[src/rtl/cdiv_pkg.sv]
package cdiv_pkg;

    localparam int PRE_W   = 4;
    localparam int DIV_W   = 10;
    localparam int PRE_MIN = 5;
    localparam int PRE_MAX = 11;
    localparam int NUM_OUT = 2;
    localparam int POS_W   = PRE_W + DIV_W;

    typedef enum logic [1:0] {
        ST_LOAD  = 2'd0,
        ST_FAULT = 2'd1,
        ST_HOLD  = 2'd2,
        ST_RUN   = 2'd3
    } cdiv_state_e;

    typedef struct packed {
        logic [DIV_W-1:0] div;
        logic [POS_W-1:0] half;
        logic             se;
    } out_cfg_t;

endpackage

[src/rtl/cdiv_ctrl_fsm.sv]
module cdiv_ctrl_fsm
    import cdiv_pkg::*;
(
    input  logic        clk_i,
    input  logic        rst_ni,
    input  logic        hold_i,
    input  logic        cfg_bad_i,
    output cdiv_state_e state_o,
    output logic        load_o,
    output logic        run_o,
    output logic        dark_o,
    output logic        fault_o
);

    cdiv_state_e state_q;
    cdiv_state_e state_d;

    // state register
    always_ff @(posedge clk_i or negedge rst_ni) begin
        if (!rst_ni) begin
            state_q <= ST_LOAD;
        end else begin
            state_q <= state_d;
        end
    end

    // transitions
    always_comb begin
        state_d = state_q;
        unique case (state_q)
            ST_LOAD: begin
                if (cfg_bad_i) begin
                    state_d = ST_FAULT;
                end else if (hold_i) begin
                    state_d = ST_HOLD;
                end else begin
                    state_d = ST_RUN;
                end
            end
            ST_RUN: begin
                if (hold_i) begin
                    state_d = ST_HOLD;
                end
            end
            ST_HOLD: begin
                if (!hold_i) begin
                    state_d = ST_RUN;
                end
            end
            ST_FAULT: begin
                state_d = ST_FAULT;
            end
            default: begin
                state_d = ST_LOAD;
            end
        endcase
    end

    // outputs
    always_comb begin
        load_o  = 1'b0;
        run_o   = 1'b0;
        dark_o  = 1'b0;
        fault_o = 1'b0;
        unique case (state_q)
            ST_LOAD: begin
                load_o = 1'b1;
                dark_o = 1'b1;
            end
            ST_FAULT: begin
                fault_o = 1'b1;
                dark_o  = 1'b1;
            end
            ST_RUN: begin
                run_o = 1'b1;
            end
            ST_HOLD: begin
                run_o = 1'b0;
            end
            default: begin
                dark_o = 1'b1;
            end
        endcase
    end

    assign state_o = state_q;

endmodule

[src/rtl/cdiv_prescaler.sv]
module cdiv_prescaler
    import cdiv_pkg::*;
#(
    parameter int W = PRE_W
) (
    input  logic         clk_i,
    input  logic         rst_ni,
    input  logic         run_i,
    input  logic [W-1:0] ratio_i,
    output logic [W-1:0] cnt_o,
    output logic         wrap_o
);

    localparam logic [W-1:0] ONE = W'(1);

    logic [W-1:0] cnt_q;

    assign wrap_o = run_i && (cnt_q == ratio_i - ONE);

    always_ff @(posedge clk_i or negedge rst_ni) begin
        if (!rst_ni) begin
            cnt_q <= '0;
        end else if (!run_i || wrap_o) begin
            cnt_q <= '0;
        end else begin
            cnt_q <= cnt_q + ONE;
        end
    end

    assign cnt_o = cnt_q;

endmodule

[src/rtl/cdiv_stage.sv]
module cdiv_stage
    import cdiv_pkg::*;
#(
    parameter int PW = PRE_W,
    parameter int DW = DIV_W,
    parameter int QW = POS_W
) (
    input  logic          clk_i,
    input  logic          rst_ni,
    input  logic          run_i,
    input  logic          dark_i,
    input  logic          wrap_i,
    input  logic [PW-1:0] pcnt_i,
    input  logic [PW-1:0] pre_i,
    input  logic [DW-1:0] div_i,
    input  logic [QW-1:0] half_i,
    input  logic          se_i,
    output logic [DW-1:0] dcnt_o,
    output logic          p_o,
    output logic          n_o
);

    localparam logic [DW-1:0] ONE = DW'(1);

    logic [DW-1:0] dcnt_q;
    logic [QW-1:0] pos;
    logic          p_nx;
    logic          n_nx;
    logic          p_q;
    logic          n_q;

    // second-stage counter advances once per prescaler period
    always_ff @(posedge clk_i or negedge rst_ni) begin
        if (!rst_ni) begin
            dcnt_q <= '0;
        end else if (!run_i) begin
            dcnt_q <= '0;
        end else if (wrap_i) begin
            if (dcnt_q == div_i - ONE) begin
                dcnt_q <= '0;
            end else begin
                dcnt_q <= dcnt_q + ONE;
            end
        end
    end

    // oscillator-cycle position inside the output period
    assign pos  = QW'(dcnt_q) * QW'(pre_i) + QW'(pcnt_i);
    assign p_nx = run_i && (pos < half_i);

    always_comb begin
        if (dark_i) begin
            n_nx = 1'b0;
        end else if (se_i) begin
            n_nx = p_nx;
        end else begin
            n_nx = ~p_nx;
        end
    end

    always_ff @(posedge clk_i or negedge rst_ni) begin
        if (!rst_ni) begin
            p_q <= 1'b0;
            n_q <= 1'b0;
        end else begin
            p_q <= p_nx;
            n_q <= n_nx;
        end
    end

    assign dcnt_o = dcnt_q;
    assign p_o    = p_q;
    assign n_o    = n_q;

endmodule

[src/rtl/casc_clkdiv.sv]
module casc_clkdiv
    import cdiv_pkg::*;
(
    input  logic             clk_i,
    input  logic             rst_ni,
    input  logic             hold_i,
    input  logic [PRE_W-1:0] pre_ratio_i,
    input  logic [DIV_W-1:0] div1_ratio_i,
    input  logic [DIV_W-1:0] div2_ratio_i,
    input  logic [NUM_OUT-1:0] single_end_i,
    output logic             out1_p_o,
    output logic             out1_n_o,
    output logic             out2_p_o,
    output logic             out2_n_o,
    output logic             cfg_err_o
);

    cdiv_state_e      state_q;
    logic             load;
    logic             run;
    logic             dark;
    logic             fault;
    logic             cfg_bad;
    logic [PRE_W-1:0] pre_q;
    logic [PRE_W-1:0] pcnt;
    logic             wrap;

    logic [DIV_W-1:0] div_in [NUM_OUT];
    logic [NUM_OUT-1:0] div_zero;
    out_cfg_t         ocfg_q [NUM_OUT];
    logic [DIV_W-1:0] dcnt_w [NUM_OUT];
    logic [NUM_OUT-1:0] pin_p;
    logic [NUM_OUT-1:0] pin_n;

    assign div_in[0] = div1_ratio_i;
    assign div_in[1] = div2_ratio_i;

    // legality of the raw configuration, judged while it is captured
    always_comb begin
        cfg_bad = (pre_ratio_i < PRE_W'(PRE_MIN)) || (pre_ratio_i > PRE_W'(PRE_MAX));
        cfg_bad = cfg_bad || (|div_zero);
    end

    cdiv_ctrl_fsm u_fsm (
        .clk_i     (clk_i),
        .rst_ni    (rst_ni),
        .hold_i    (hold_i),
        .cfg_bad_i (cfg_bad),
        .state_o   (state_q),
        .load_o    (load),
        .run_o     (run),
        .dark_o    (dark),
        .fault_o   (fault)
    );

    always_ff @(posedge clk_i or negedge rst_ni) begin
        if (!rst_ni) begin
            pre_q <= '0;
        end else if (load) begin
            pre_q <= pre_ratio_i;
        end
    end

    cdiv_prescaler #(.W(PRE_W)) u_pre (
        .clk_i   (clk_i),
        .rst_ni  (rst_ni),
        .run_i   (run),
        .ratio_i (pre_q),
        .cnt_o   (pcnt),
        .wrap_o  (wrap)
    );

    for (genvar k = 0; k < NUM_OUT; k++) begin : g_out
        logic [POS_W-1:0] prod;
        logic [POS_W-1:0] half_nx;

        assign div_zero[k] = (div_in[k] == '0);
        assign prod        = POS_W'(pre_ratio_i) * POS_W'(div_in[k]);
        assign half_nx     = (prod + POS_W'(1)) >> 1;

        always_ff @(posedge clk_i or negedge rst_ni) begin
            if (!rst_ni) begin
                ocfg_q[k] <= '0;
            end else if (load) begin
                ocfg_q[k].div  <= div_in[k];
                ocfg_q[k].half <= half_nx;
                ocfg_q[k].se   <= single_end_i[k];
            end
        end

        cdiv_stage #(.PW(PRE_W), .DW(DIV_W), .QW(POS_W)) u_stage (
            .clk_i  (clk_i),
            .rst_ni (rst_ni),
            .run_i  (run),
            .dark_i (dark),
            .wrap_i (wrap),
            .pcnt_i (pcnt),
            .pre_i  (pre_q),
            .div_i  (ocfg_q[k].div),
            .half_i (ocfg_q[k].half),
            .se_i   (ocfg_q[k].se),
            .dcnt_o (dcnt_w[k]),
            .p_o    (pin_p[k]),
            .n_o    (pin_n[k])
        );
    end

    assign out1_p_o  = pin_p[0];
    assign out1_n_o  = pin_n[0];
    assign out2_p_o  = pin_p[1];
    assign out2_n_o  = pin_n[1];
    assign cfg_err_o = fault;

endmodule

[config.mk]
export PLATFORM = sky130hd
export DESIGN_NAME = casc_clkdiv
export DESIGN_NICKNAME = d
export VERILOG_FILES = /design/src/rtl/cdiv_pkg.sv /design/src/rtl/cdiv_ctrl_fsm.sv /design/src/rtl/cdiv_prescaler.sv /design/src/rtl/cdiv_stage.sv /design/src/rtl/casc_clkdiv.sv
export SDC_FILE = /design/constraint.sdc
export NUM_CORES = 1
export LEC_CHECK = 0
export BUFFER_PORTS_ARGS = -buffer_cell sky130_fd_sc_hd__buf_2
export CAP_MARGIN = 20
export CORE_ASPECT_RATIO = 0.5
export CORE_MARGIN = 2
export CORE_UTILIZATION = 69
export CTS_CLUSTER_DIAMETER = 120
export DETAILED_ROUTE_END_ITERATION = 10
export PLACE_DENSITY = 0.87
export SETUP_SLACK_MARGIN = 0.5
export SLEW_MARGIN = 20
export SYNTH_ARGS = -nofsm -noshare
export SYNTH_HDL_FRONTEND = slang
export SYNTH_SLANG_ARGS = --single-unit
[constraint.sdc]
create_clock -name clk_i -period 14.6 [get_ports clk_i]
set_clock_uncertainty 0.05 [all_clocks]
set_input_delay 0.73 -clock clk_i [delete_from_list [all_inputs] [get_ports clk_i]]
set_output_delay 0.73 -clock clk_i [all_outputs]
set_load 0.03 [all_outputs]
==> impl_metrics.py <==
metrics = {
    "sta": {
        "finalSetupViolCount": 0,
        "rsz0062_at_grt": "no",
        "min_period_ps": 5630,
        "final-hold-violation-count": 0,
        "max-slew-margin-rel_pct": 43.6,
        "worst_pin_slew_ps": 846,
        "maxSlewViolCount": 0,
        "min_period_over_period_pct": 38.6,
        "max_freq_ghz": 0.178,
        "tns_ps": 0,
    },
    "synth": {
        "synth_top_area_share_pct": 20.9,
        "synth_adder_area_share_pct": 30.6,
        "synth_top_family_by_area": "adder cells",
        "ys.flop_type": "dfrtp_1",
        "syn-num-nets": 1323,
        "syn_area_sq_mm": 0.00982,
        "muxShareOfSynthArea_pct": 3.75,
        "synth_edf_count": 0,
        "synth_cell_type_count": 63,
        "yosys-top-cells-count": "ha_1 (128), and2_1 (104), nand2_1 (100)",
        "synth_compound_area_share_pct": 12.3,
        "synthXorXnorAreaFrac_pct": 6.87,
        "yosysMostFrequentCell": "ha_1",
        "syn_avg_cell_area_sq_um": 8.96,
        "async_flop_share_pct": 100,
        "yosysSeqAreaShare_pct": 20.9,
        "synth.largest_area_cell": "dfrtp_1",
        "yosysWarnings": 0,
        "ys_ff_latch": 82,
        "netlist_instances": 1096,
        "synthSimpleGateAreaFrac_pct": 20.0,
        "synth_area_leaders": "dfrtp_1 (21%), ha_1 (16%), fa_1 (14%)",
    },
    "power": {
        "netSwitchingPower_uw": 575,
        "p_leak_nw": 5.21,
        "seqPwrFrac_pct": 31.9,
        "p_int_uw": 709,
        "p_per_area_mw_per_mm2": 124,
        "vdd_drop_max_uv": 91.5,
        "power_frac_comb_pct": 49.5,
        "clockPowerShare_pct": 18.6,
        "swShare_pct": 44.8,
    },
    "clock_network": {
        "clockBufferDepth": 2,
        "cts_root_buffer": "clkbuf_16",
        "cts_tree": "yes",
        "postCtsSetupBuffers": 0,
        "post_cts_resized": 0,
        "cts_num_sinks": 82,
        "hold_buffers": 0,
        "clkLatencyLatePin_ps": 340,
        "htreeDepth": 3,
        "clk_pin_slew_ps": 60,
        "cts_buffers": 9,
    },
    "finish": {
        "diodes": 0,
        "final_cells": 1294,
        "fin_nets": 1325,
        "drive_above_1_share_pct": 7.53,
        "syn_to_final_growth_pct": 5.58,
    },
    "floorplan": {
        "rows": 30,
        "core_sq_mm": 0.0137,
        "die_w_microns": 173,
        "ios": 34,
        "die_h_microns": 88.4,
        "die_area_sq_mm": 0.0153,
        "start_util_pct": 71.5,
    },
    "grt": {
        "grt_pass1_wl_microns": 40000,
        "grt_max_degree": 83,
        "antenna_found_initial": 0,
        "grt_pass1_vias": 7985,
        "track_usage_pct": 33.3,
        "gr-total-overflow": 0,
    },
    "place": {
        "io_buffers": 33,
        "hpwl_microns": 18700,
        "dpl.cell_count": 1278,
        "gp_congestion": 0.965,
    },
    "critical_path": {
        "start_kind": "register",
        "crit_type": "reg2reg",
        "cp-end-kind": "register",
        "critPathMaxFanout": 22,
        "crit_arrival_ps": 5790,
        "required_ps": 14750,
    },
    "route": {
        "viasPerCell": 6.27,
        "wire_per_inst_microns": 18.9,
        "vias": 8119,
        "dr.pass1.iters": 5,
        "wirelength_microns": 24500,
        "first_iter_violations": 802,
        "drc": 0,
        "final_antenna_net_count": 0,
    },
    "run_status": {
        "outcome": "complete, no violations",
    },
    "hold_path": {
        "min_path_type": "in2async",
    },
    "job": {
        "max_cap_violations": 0,
    },
}
registers in the layout (all words and copies together) (netlist names):
name,count
ocfg_q,48
g_out.u_stage.dcnt_o,20
pre_q,4
u_pre.cnt_o,4
g_out.u_stage.n_o,2
g_out.u_stage.p_o,2
u_fsm.state_o,2
cells in the final DEF, fill, tap and decap left out, types with 5 or more instances in the layout:
cell type	netlist	layout
a211oi_1	8	8
a21o_1	14	14
a21oi_1	39	39
a31oi_1	9	9
and2_1	104	104
and3_1	6	6
buf_2	3	32
clkbuf_16	0	9
dfrtp_1	82	82
fa_1	70	70
ha_1	128	127
inv_1	98	98
mux2_2	22	22
mux2i_1	12	12
nand2_1	100	100
nand2b_1	5	5
nand3_1	22	22
nand3b_1	5	5
nand4_1	10	10
nor2_1	64	64
nor3_1	18	18
nor3b_1	5	5
nor4_1	10	10
o211ai_1	7	7
o21a_1	13	13
o21ai_0	51	51
o21bai_1	10	10
o22ai_1	8	8
or3_1	10	10
xnor2_1	51	51
xor2_1	26	26
power groups by stage:
| stage | Clock [mW] | Sequential [mW] | Combinational (mW) |
|---|---|---|---|
| global placement | 0 | 0.401 | 0.577 |
| global route | 0.245 | 0.420 | 0.695 |
| floorplan | 0 | 0.367 | 0.486 |
| CTS | 0.236 | 0.405 | 0.623 |
| finish | 0.239 | 0.409 | 0.636 |
| detailed placement | 0 | 0.407 | 0.609 |
path summary, 6_finish.rpt:
path / slack, ps / start / depth (start not counted) / end
setup / recovery: 8970 / pre_q[3] / 20 / g_out[1].u_stage.n_o
hold / removal: 360 / rst_ni / 1 / ocfg_q[10]
setup reg to reg: 8970 / pre_q[3] / 20 / g_out[1].u_stage.n_o
hold reg to reg: 480 / ocfg_q[0] / 1 / ocfg_q[0]
max in group asynchronous: 13570 / rst_ni / 1 / pre_q[1]
min in group clk_i: 480 / ocfg_q[0] / 1 / ocfg_q[0]
cells by family (layout without fill, tap and decap cells):
family	count (synthesis)	after routing
simple gates	376	376
fa+ha+maj	198	198
compound gates	187	187
buf+inv	142	148
flops	82	82
xor+xnor	77	77
mux	34	34
metrics by stage:
stage / area, sq um / hold slack [ps] / power [mW] / utilization, % / setup WS, ps
floorplan: 9820 / 384 / 0.853 / - / 9690
global placement: 10100 / 456 / 0.978 / 73.2 / 9330
detailed placement: 10100 / 465 / 1.02 / 73.2 / 9020
CTS: 10400 / 482 / 1.26 / 75.4 / 9000
global route: 10400 / 430 / 1.36 / 75.5 / 8520
finish: 10400 / 361 / 1.28 / 75.5 / 8970
final cells by class:
type	instances	area, sq um
Clock buffer	13	270
Multi-Input combinational cell	872	7220
Inverter	98	368
Fill cell	956	3370
Clock inverter	2	35.0
Timing Repair Buffer	35	186
Sequential cell	82	2050
Tap cell	192	240
routing by layer:
metal	vias to the layer above	GRT usage, %	routed length [microns]
met3	41	6.23	2350
li1	3736	-	-
met4	0	8.17	337
met5	-	0	0
met1	3974	46.9	11100
met2	368	54.5	10700
worst max-delay path: stages (launching register included):
cell,delay (ps)
dfrtp_1,720
nand2_1,170
fa_1,530
fa_1,510
fa_1,510
inv_1,40
ha_1,250
a211oi_1,300
nor2_1,130
nor3b_1,280
o21ai_0,180
nor2_1,140
xnor2_1,90
ha_1,190
a211oi_1,250
o21ai_0,120
a21oi_1,140
a21oi_1,90
nor4_1,540
xor2_1,200
nor3_1,60
Power figures use the tool's default switching activity.
